[src/rtl/gpio_port_pkg.sv]
package gpio_port_pkg;

    localparam int BYTE_W = 8;

    typedef enum logic {
        SZ_BYTE = 1'b0,
        SZ_WORD = 1'b1
    } acc_size_e;

    typedef struct packed {
        logic rd;
        logic wr;
    } acc_kind_t;

    function automatic logic is_word(input acc_size_e sz);
        return sz == SZ_WORD;
    endfunction

endpackage

[src/rtl/gpio_bus_decode.sv]
module gpio_bus_decode
    import gpio_port_pkg::*;
#(
    parameter int ADDR_W = 32,
    parameter int NUM_LANES = 2,
    parameter logic [ADDR_W-1:0] BASE_ADDR = '0
) (
    input  logic                 req,
    input  logic                 we,
    input  acc_size_e            size,
    input  logic [ADDR_W-1:0]    addr,
    output acc_kind_t            kind,
    output logic [NUM_LANES-1:0] lane_en
);
    localparam int OFF_W = (NUM_LANES > 1) ? $clog2(NUM_LANES) : 1;

    logic             word_match;
    logic [OFF_W-1:0] offset;
    logic             hit;

    assign word_match = (addr[ADDR_W-1:OFF_W] == BASE_ADDR[ADDR_W-1:OFF_W]);
    assign offset     = addr[OFF_W-1:0];

    always_comb begin
        lane_en = '0;
        if (word_match) begin
            if (is_word(size)) begin
                if (offset == '0) begin
                    lane_en = '1;
                end
            end else begin
                for (int i = 0; i < NUM_LANES; i++) begin
                    if (offset == OFF_W'(NUM_LANES - 1 - i)) begin
                        lane_en[i] = 1'b1;
                    end
                end
            end
        end
    end

    assign hit     = |lane_en;
    assign kind.wr = req & we & hit;
    assign kind.rd = req & ~we;

endmodule

[src/rtl/gpio_data_latch.sv]
module gpio_data_latch
    import gpio_port_pkg::*;
#(
    parameter int WIDTH = 16,
    parameter int NUM_LANES = WIDTH / BYTE_W
) (
    input  logic                 clk,
    input  logic                 por_rst,
    input  logic                 wr,
    input  logic [NUM_LANES-1:0] lane_en,
    input  logic [WIDTH-1:0]     wdata,
    output logic [WIDTH-1:0]     q
);
    for (genvar g = 0; g < NUM_LANES; g++) begin : g_lane
        always_ff @(posedge clk) begin
            if (por_rst) begin
                q[g*BYTE_W +: BYTE_W] <= '0;
            end else if (wr && lane_en[g]) begin
                q[g*BYTE_W +: BYTE_W] <= wdata[g*BYTE_W +: BYTE_W];
            end
        end
    end

endmodule

[src/rtl/gpio_in_sync.sv]
module gpio_in_sync #(
    parameter int WIDTH = 16,
    parameter int STAGES = 2
) (
    input  logic             clk,
    input  logic             rst,
    input  logic [WIDTH-1:0] d,
    output logic [WIDTH-1:0] q
);
    logic [WIDTH-1:0] stg [STAGES];

    always_ff @(posedge clk) begin
        if (rst) begin
            stg[0] <= '0;
        end else begin
            stg[0] <= d;
        end
    end

    for (genvar s = 1; s < STAGES; s++) begin : g_stage
        always_ff @(posedge clk) begin
            if (rst) begin
                stg[s] <= '0;
            end else begin
                stg[s] <= stg[s-1];
            end
        end
    end

    assign q = stg[STAGES-1];

endmodule

[src/rtl/gpio_read_mux.sv]
module gpio_read_mux
    import gpio_port_pkg::*;
#(
    parameter int WIDTH = 16,
    parameter int NUM_LANES = WIDTH / BYTE_W
) (
    input  logic                 clk,
    input  logic                 rst,
    input  logic                 rd_stb,
    input  logic [NUM_LANES-1:0] lane_en,
    input  logic [WIDTH-1:0]     dir_out,
    input  logic [WIDTH-1:0]     stored,
    input  logic [WIDTH-1:0]     sampled,
    output logic [WIDTH-1:0]     rd_data,
    output logic                 rd_valid
);
    logic [WIDTH-1:0] picked;
    logic [WIDTH-1:0] mask;

    for (genvar i = 0; i < WIDTH; i++) begin : g_bit
        assign picked[i] = dir_out[i] ? stored[i] : sampled[i];
    end

    for (genvar g = 0; g < NUM_LANES; g++) begin : g_mask
        assign mask[g*BYTE_W +: BYTE_W] = {BYTE_W{lane_en[g]}};
    end

    always_ff @(posedge clk) begin
        if (rst) begin
            rd_data  <= '0;
            rd_valid <= 1'b0;
        end else begin
            rd_valid <= rd_stb;
            if (rd_stb) begin
                rd_data <= picked & mask;
            end
        end
    end

endmodule

[src/rtl/gpio_port_reg.sv]
module gpio_port_reg
    import gpio_port_pkg::*;
#(
    parameter int WIDTH = 16,
    parameter int ADDR_W = 32,
    parameter logic [ADDR_W-1:0] BASE_ADDR = 32'h0000_0A40,
    parameter int SYNC_STAGES = 2
) (
    input  logic              clk,
    input  logic              por_rst,
    input  logic              man_rst,
    input  logic              acc_req,
    input  logic              acc_we,
    input  logic              acc_size,
    input  logic [ADDR_W-1:0] acc_addr,
    input  logic [WIDTH-1:0]  acc_wdata,
    output logic [WIDTH-1:0]  rd_data,
    output logic              rd_valid,
    input  logic [WIDTH-1:0]  pin_dir_out,
    input  logic [WIDTH-1:0]  pin_in,
    output logic [WIDTH-1:0]  pin_out,
    output logic [WIDTH-1:0]  pin_oe
);
    localparam int NUM_LANES = WIDTH / BYTE_W;

    acc_kind_t            kind;
    logic [NUM_LANES-1:0] lane_en;
    logic [WIDTH-1:0]     latch_q;
    logic [WIDTH-1:0]     pin_sync;
    logic                 soft_rst;

    assign soft_rst = por_rst | man_rst;

    gpio_bus_decode #(
        .ADDR_W(ADDR_W),
        .NUM_LANES(NUM_LANES),
        .BASE_ADDR(BASE_ADDR)
    ) dec_i (
        .req(acc_req),
        .we(acc_we),
        .size(acc_size_e'(acc_size)),
        .addr(acc_addr),
        .kind(kind),
        .lane_en(lane_en)
    );

    gpio_data_latch #(
        .WIDTH(WIDTH),
        .NUM_LANES(NUM_LANES)
    ) latch_i (
        .clk(clk),
        .por_rst(por_rst),
        .wr(kind.wr),
        .lane_en(lane_en),
        .wdata(acc_wdata),
        .q(latch_q)
    );

    gpio_in_sync #(
        .WIDTH(WIDTH),
        .STAGES(SYNC_STAGES)
    ) sync_i (
        .clk(clk),
        .rst(soft_rst),
        .d(pin_in),
        .q(pin_sync)
    );

    gpio_read_mux #(
        .WIDTH(WIDTH),
        .NUM_LANES(NUM_LANES)
    ) rmux_i (
        .clk(clk),
        .rst(soft_rst),
        .rd_stb(kind.rd),
        .lane_en(lane_en),
        .dir_out(pin_dir_out),
        .stored(latch_q),
        .sampled(pin_sync),
        .rd_data(rd_data),
        .rd_valid(rd_valid)
    );

    assign pin_out = latch_q;
    assign pin_oe  = pin_dir_out;

endmodule

[config.mk]
export PLATFORM = sky130hd
export DESIGN_NAME = gpio_port_reg
export DESIGN_NICKNAME = d
export VERILOG_FILES = /design/src/rtl/gpio_port_pkg.sv /design/src/rtl/gpio_bus_decode.sv /design/src/rtl/gpio_data_latch.sv /design/src/rtl/gpio_in_sync.sv /design/src/rtl/gpio_read_mux.sv /design/src/rtl/gpio_port_reg.sv
export SDC_FILE = /design/constraint.sdc
export NUM_CORES = 1
export LEC_CHECK = 0
export ABC_AREA = 1
export BUFFER_PORTS_ARGS = -buffer_cell sky130_fd_sc_hd__buf_2
export CORE_UTILIZATION = 50
export DETAILED_ROUTE_END_ITERATION = 8
export PLACE_DENSITY = 0.85
export SYNTH_ARGS = -nofsm -noshare
export SYNTH_HDL_FRONTEND = slang
export SYNTH_SLANG_ARGS = --single-unit
[constraint.sdc]
create_clock -name clk -period 2 [get_ports clk]
set_input_delay 0.2 -clock clk [delete_from_list [all_inputs] [get_ports clk]]
set_output_delay 0.2 -clock clk [all_outputs]
set_load 0.02 [all_outputs]
==> metrics.md, run 1 <==
| Metric | Value |
|---|---|
| CP max stage cell | nor2_4 |
| Final setup viols | 0 |
| Post-synth top area share | 0.449 |
| Sequential share of power | 0.485 |
| DIE AREA | 6110 um2 |
| CTS buffer count | 9 |
| Wire per inst | 11.0 um |
| CP max FO | 17 |
| Reg clk slew, reported paths | 0.07 ns |
| Vias per cell | 4.59 |
| Synthesized flop and latch total | 65 |
| Iteration-0 DRC count of the detailed router | 157 |
| Maxcap violations | 0 |
| Post-Synthesis Cells | 430 |
| R2r setup slk | 1.13 ns |
| Synth Cell Area | 2900 um2 |
| First-pass GRT wire length | 11200 um |
| Family with the most delay on the worst path | simple AND/OR/NAND/NOR gates |
| Register area share after synthesis | 0.449 |
| Setup crit end kind | flop |
| Resized cells post-CTS | 0 |
| Pwr Total | 2.72 mW |
| Via count | 2886 |
| Cell taking the most area after synthesis | dfxtp_1 |
| Post-detail-place hpwl | 5270 um |
| Filler cells | 502 |
| Hold Fails Final Rpt | 0 |
| Crit path cell chain | buf_2, nor2_1, nand2_1, nor2_1, nand2_1, nor2_4, nand4_1, nand2_1, nor2_1 |
| Hold Crit Start | pin_in[14] |
| Starting density of the core | 0.523 |
| Remaining global-route overflow | 0 |
| Synth top cells by count | nor2_1, inv_1, nand2_1, dfxtp_1, nand3_1 |
| Async S/R FF share, synth | 0 |
| PortBufs | 134 |
| Clock Latency Late Sink | 0.34 ns |
| Worst hold-check path type | input pin to flop |
| R2R cell count | 4 |
| Worst R2R End | rmux_i.rd_data[9]$_SDFFE_PP0P_ |
| Gr usage total | 0.235 |
| Period utilisation layout | 0.567 |
| DRC | 0 |
| Final Instance Area | 3720 um2 |
| CTS tree | built |
| Measured slew at the worst slew-check pin | 0.503 ns |
| Crit path required time | 2.23 ns |
| Post-layout util | 0.671 |
| Internal power | 2.06 mW |
| Clk sinks | 65 |
| Max Clk Rate | 882 MHz |
| Crit path kind | input pin to flop |
| GPL Wtd Cong | 0.810 |
| Worst setup SP type | input pin |
| Net Switching | 0.654 mW |
| Initial antenna violation count | 0 |
| CORE AREA | 5540 um2 |
| Leak | 2.03 nW |
| Io pins | 135 |
| Pin count of the biggest net entering global routing | 33 |
| RSZ-0062 raised after global routing | false |
| DRT Pass-1 Iters | 4 |
| Fin. max-slew vios | 0 |
| Final Net Count | 638 |
| Die W | 78.1 um |
| Hold endpoint | sync_i.stg[0][14]$_SDFF_PP0_ |
| Clock share of power | 0.416 |
| Status | complete, no violations |
| Synth Flop Type | dfxtp_1 |
| Launch point of the worst reg-to-reg path | latch_i.q[9]$_SDFFE_PP0P_ |
| H-tree Lvls | 3 |
| Layout area overhead | 28.2% |
| Post-CTS Setup Inserts | 0 |
| CP arrival | 1.37 ns |
| Largest stage delay on the critical path | 0.35 ns |
| Crit path buffers/inverters | 1 |
| # hold bufs at CTS | 0 |
| Diodes inserted | 0 |
| Std cell rows | 27 |
| Placed cell area | 3510 um2 |
| Vias in the first global route | 2652 |
| Setup Total Neg Slack | 0 ns |
| Synth unique cells | 20 |
| Synth Net Count | 516 |
| Gate power share | 0.099 |
| Sw Share | 0.241 |
| Layout cells sized above 1 | 0.296 |
| PD cells | 732 nW/um2 |
| Top cells by area, synth | dfxtp_1, nor2_1, inv_1, nand2_1, buf_4 |
| WHS Path Cells | 3 |
| Top-count cell post-synth | nor2_1 |
| Fin crit period | 1.13 ns |
| Post-DRT Antenna Nets | 0 |
| Post-synth EDFFs | 0 |
| Clock Skew | 0.00982 ns |
| Avg Cell Area, Syn | 6.74 um2 |
| Die Span Y | 78.1 um |
| Clock Tree Buf Depth | 2 |
| Routed wire length | 6930 um |
| CTS root buf | clkbuf_8 |
| Number of synthesis warnings | 0 |
| Worst VDD drop | 0.720 mV |
| Worst slew margin | 0.664 |
cell families (layout without fill, tap and decap cells):
family | count (synthesis) | after routing | synth area share
AND/OR/NAND/NOR | 229 | 229 | 0.341
XOR/XNOR | 1 | 1 | 0.00302
flip-flops | 65 | 65 | 0.449
AO/OA/AOI/OAI | 17 | 17 | 0.0293
buffers and inverters | 118 | 245 | 0.178
how the worst max path moves through the flow:
stage | from | endpoint | slack, ns | cells past startpoint
floorplan | acc_addr[11] | latch_i.q[5]$_SDFFE_PP0P_ | 0.88 | 10
global placement | acc_addr[19] | latch_i.q[5]$_SDFFE_PP0P_ | 0.54 | 9
detailed placement | acc_addr[19] | latch_i.q[5]$_SDFFE_PP0P_ | 0.52 | 9
CTS | acc_addr[19] | latch_i.q[5]$_SDFFE_PP0P_ | 0.87 | 9
global route | acc_addr[19] | rmux_i.rd_data[9]$_SDFFE_PP0P_ | 0.72 | 8
finish | acc_addr[19] | latch_i.q[5]$_SDFFE_PP0P_ | 0.87 | 9
state kept, by name (all words and copies together) (netlist names):
name and count:
sync_i.stg 32, rmux_i.rd_valid 1, latch_i.q 16, rmux_i.rd_data 16
layout by cell type, fill, tap and decap left out, types with 2 or more instances in the layout:
| cell type | synthesis | routed |
|---|---|---|
| buf_2 | 2 | 134 |
| nor2_1 | 102 | 102 |
| inv_1 | 88 | 88 |
| nand2_1 | 81 | 81 |
| dfxtp_1 | 65 | 65 |
| nand3_1 | 21 | 21 |
| nand4_1 | 16 | 16 |
| a21oi_1 | 16 | 16 |
| clkbuf_8 | 0 | 11 |
| nor2_4 | 5 | 5 |
| inv_2 | 3 | 3 |
| clkinv_2 | 0 | 3 |
| buf_4 | 17 | 3 |
| nand3_2 | 2 | 2 |
power groups by stage:
stage                     clock [mW]  sequential, mW  combinational (mW)
after floorplan                    0            1.35               0.156
after global placement             0            1.35               0.261
after detailed placement           0            1.35               0.268
after CTS                       1.15            1.32               0.270
after global routing            1.21            1.32               0.302
final                           1.13            1.32               0.270
metal layers:
layer	vias up	track usage	wire, um
li1	1497	-	-
met1	1261	0.286	2990
met2	111	0.387	3270
met3	17	0.0477	476
met4	0	0.133	197
met5	-	0	0
layout make-up:
| cell class | instances | area (um2) | area share |
|---|---|---|---|
| multi-input combinational | 247 | 1080 | 0.291 |
| inverter | 92 | 345 | 0.0929 |
| sequential | 65 | 1300 | 0.350 |
| tap | 72 | 90.1 | 0.0242 |
| clock buffer | 11 | 151 | 0.0407 |
| timing repair buffer | 137 | 693 | 0.187 |
| clock inverter | 5 | 53.8 | 0.0145 |
worst register-to-register path: stages (launching register included):
cell     delay [ns]
dfxtp_1        0.34
inv_1          0.06
a21oi_1        0.12
nand3_1        0.09
o21ai_0        0.19
per-stage QoR:
step | worst slack [ns] | instances | hold WS [ns]
2_1_floorplan | 0.883 | 430 | 0.312
3_3_place_gp | 0.544 | 613 | 0.394
3_5_place_dp | 0.519 | 613 | 0.397
4_1_cts | 0.871 | 629 | 0.0619
5_1_grt | 0.722 | 629 | 0.0788
6_report | 0.866 | 629 | 0.0747
Power figures use the tool's default switching activity.
==> run 2, diff against run 1 <==
CORE_UTILIZATION = 42   (was 50)
PLACE_DENSITY = 0.76   (was 0.85)
clock period = 1 ns   (was 2 ns; I/O delays follow)
==> metrics.md, run 2 (same netlist as run 1, synthesis figures left out) <==
| Metric | Value |
|---|---|
| Worst setup SP type | input pin |
| Setup crit end kind | flop |
| Final setup viols | 0 |
| GRT met2 Usage | 0.339 |
| Pin count of the biggest net entering global routing | 33 |
| Diodes inserted | 0 |
| Post-DRT Antenna Nets | 0 |
| Vias in the first global route | 2688 |
| Period utilisation layout | 0.949 |
| Post-CTS Setup Inserts | 0 |
| Final Net Count | 665 |
| RSZ-0062 raised after global routing | true |
| Worst slew margin | 0.794 |
| Worst R2R End | rmux_i.rd_data[9]$_SDFFE_PP0P_ |
| Final Instance Area | 4010 um2 |
| Sw Share | 0.229 |
| Initial antenna violation count | 0 |
| Hold Crit Start | pin_dir_out[10] |
| Gate power share | 0.117 |
| Remaining global-route overflow | 0 |
| CTS root buf | clkbuf_8 |
| Clock Latency Late Sink | 0.32 ns |
| DRC | 0 |
| Leak | 2.15 nW |
| WHS Path Cells | 4 |
| Worst VDD drop | 1.02 mV |
| Max Clk Rate | 1050 MHz |
| Routed wire length | 7020 um |
| Filler cells | 590 |
| Most flop-heavy register | sync_i.stg |
| Sequential share of power | 0.490 |
| PortBufs | 134 |
| Most frequent cells in the layout | buf_2, nor2_1, inv_1 |
| Vias per cell | 4.38 |
| Setup Total Neg Slack | 0 ns |
| Internal power | 4.15 mW |
| Area of the multi-input gates | 1110 um2 |
| Clock share of power | 0.394 |
| Net Switching | 1.23 mW |
| Iteration-0 DRC count of the detailed router | 131 |
| Most common cell after layout, fill and taps aside | buf_2 |
| R2r setup slk | 0.18 ns |
| Fin. max-slew vios | 0 |
| DIE AREA | 7240 um2 |
| Hold endpoint | rmux_i.rd_data[10]$_SDFFE_PP0P_ |
| CP arrival | 1.21 ns |
| Reg clk slew, reported paths | 0.06 ns |
| Largest regs | sync_i.stg x32, latch_i.q x16, rmux_i.rd_data x16 |
| Fin crit period | 0.949 ns |
| PD cells | 1340 nW/um2 |
| CP max FO | 7 |
| Die W | 85.1 um |
| Seq. cell area | 1300 um2 |
| H-tree Lvls | 3 |
| R2R cell count | 4 |
| Std cell rows | 29 |
| Hold slack final | 0.0758 ns |
| Clock Tree Buf Depth | 2 |
| Grt met3 use | 0.0545 |
| Crit path kind | input pin to flop |
| Layout cells sized above 1 | 0.309 |
| Status | complete, no violations |
| Via count | 2892 |
| Clk sinks | 65 |
| Crit path required time | 1.26 ns |
| Max FFs per register | 32 |
| Clock Skew | 0.00676 ns |
| Hold Fails Final Rpt | 0 |
| Wire per inst | 10.6 um |
| Measured slew at the worst slew-check pin | 0.310 ns |
| Grt peak-use layer | met2 |
| CORE AREA | 6490 um2 |
| Placed cell area | 3640 um2 |
| Starting density of the core | 0.446 |
| Launch point of the worst reg-to-reg path | latch_i.q[9]$_SDFFE_PP0P_ |
| Pwr Total | 5.38 mW |
| Io pins | 135 |
| Placed insts | 629 |
| Die Span Y | 85.1 um |
| CTS buffer count | 9 |
| Non-filler cells, final | 660 |
| Post-detail-place hpwl | 5410 um |
| CTS tree | built |
| Gr usage total | 0.203 |
| DRT Pass-1 Iters | 4 |
| M1 GR Usage | 0.240 |
| GPL Wtd Cong | 0.789 |
| Maxcap violations | 0 |
| Layout area overhead | 38.2% |
| First-pass GRT wire length | 11400 um |
| Worst hold-check path type | input pin to flop |
[run 2: cell count changes in the layout (fill, tap and decap cells not counted), sizes merged]
cell / before / now
clkbuf: 11 / 14
dlygate4sd3: 0 / 16
buf: 137 / 148
bufinv: 1 / 0
clkinv: 5 / 1
clkinvlp: 0 / 1
[run 2: final cells by class]
type,count,share of cell area
Inverter,92,0.0862
Clock buffer,14,0.0481
Sequential cell,65,0.325
Tap cell,77,0.0241
Timing Repair Buffer,164,0.237
Multi-Input combinational cell,247,0.277
Clock inverter,1,0.00187
[run 2: timing repair]
| action | 4_1_cts | 5_1_grt |
|---|---|---|
| setup endpoints to repair | 0 | 4 |
| hold buffers | 16 | 0 |
| gates resized for setup | 0 | 2 |
| endpoints found under the hold margin | 16 | 0 |
[run 2: power groups by stage]
stage | logic, mW | registers, mW | clock network, mW
global placement | 0.569 | 2.69 | 0
finish | 0.627 | 2.64 | 2.12
floorplan | 0.316 | 2.69 | 0
CTS | 0.629 | 2.63 | 2.19
detailed placement | 0.579 | 2.69 | 0
global route | 0.702 | 2.64 | 2.31
[run 2: worst max-delay path: stages]
cell     delay (ns)
buf_2          0.12
nor2_1         0.10
nand2_1        0.06
nor2_1         0.10
nand2_1        0.10
nor2_4         0.16
nand2_1        0.11
nor2_4         0.21
nand2_1        0.08
nand2_1        0.07
[run 2: worst max path at each step]
stage / start / endpoint / slack [ns] / depth (start not counted)
2_1_floorplan: acc_addr[27] / latch_i.q[7]$_SDFFE_PP0P_ / -0.01 / 9
3_3_place_gp: acc_addr[30] / rmux_i.rd_data[5]$_SDFFE_PP0P_ / -0.23 / 10
3_5_place_dp: acc_addr[27] / rmux_i.rd_data[11]$_SDFFE_PP0P_ / -0.28 / 10
4_1_cts: latch_i.q[14]$_SDFFE_PP0P_ / pin_out[14] / 0.02 / 1
5_1_grt: acc_addr[27] / latch_i.q[7]$_SDFFE_PP0P_ / -0.007 / 10
6_report: acc_addr[27] / rmux_i.rd_data[11]$_SDFFE_PP0P_ / 0.05 / 10
[run 2: metal layers]
layer  wire, um  part of all wire
met1       3070              0.44
met2       3340              0.48
met3        502             0.072
met4         96             0.014
met5          0                 0
[run 2: stage by stage]
stage,worst slack (ns),util
finish,0.0506,0.617
global route,-0.00744,0.617
CTS,0.0241,0.615
detailed placement,-0.278,0.560
global placement,-0.235,0.560
floorplan,-0.0139,-
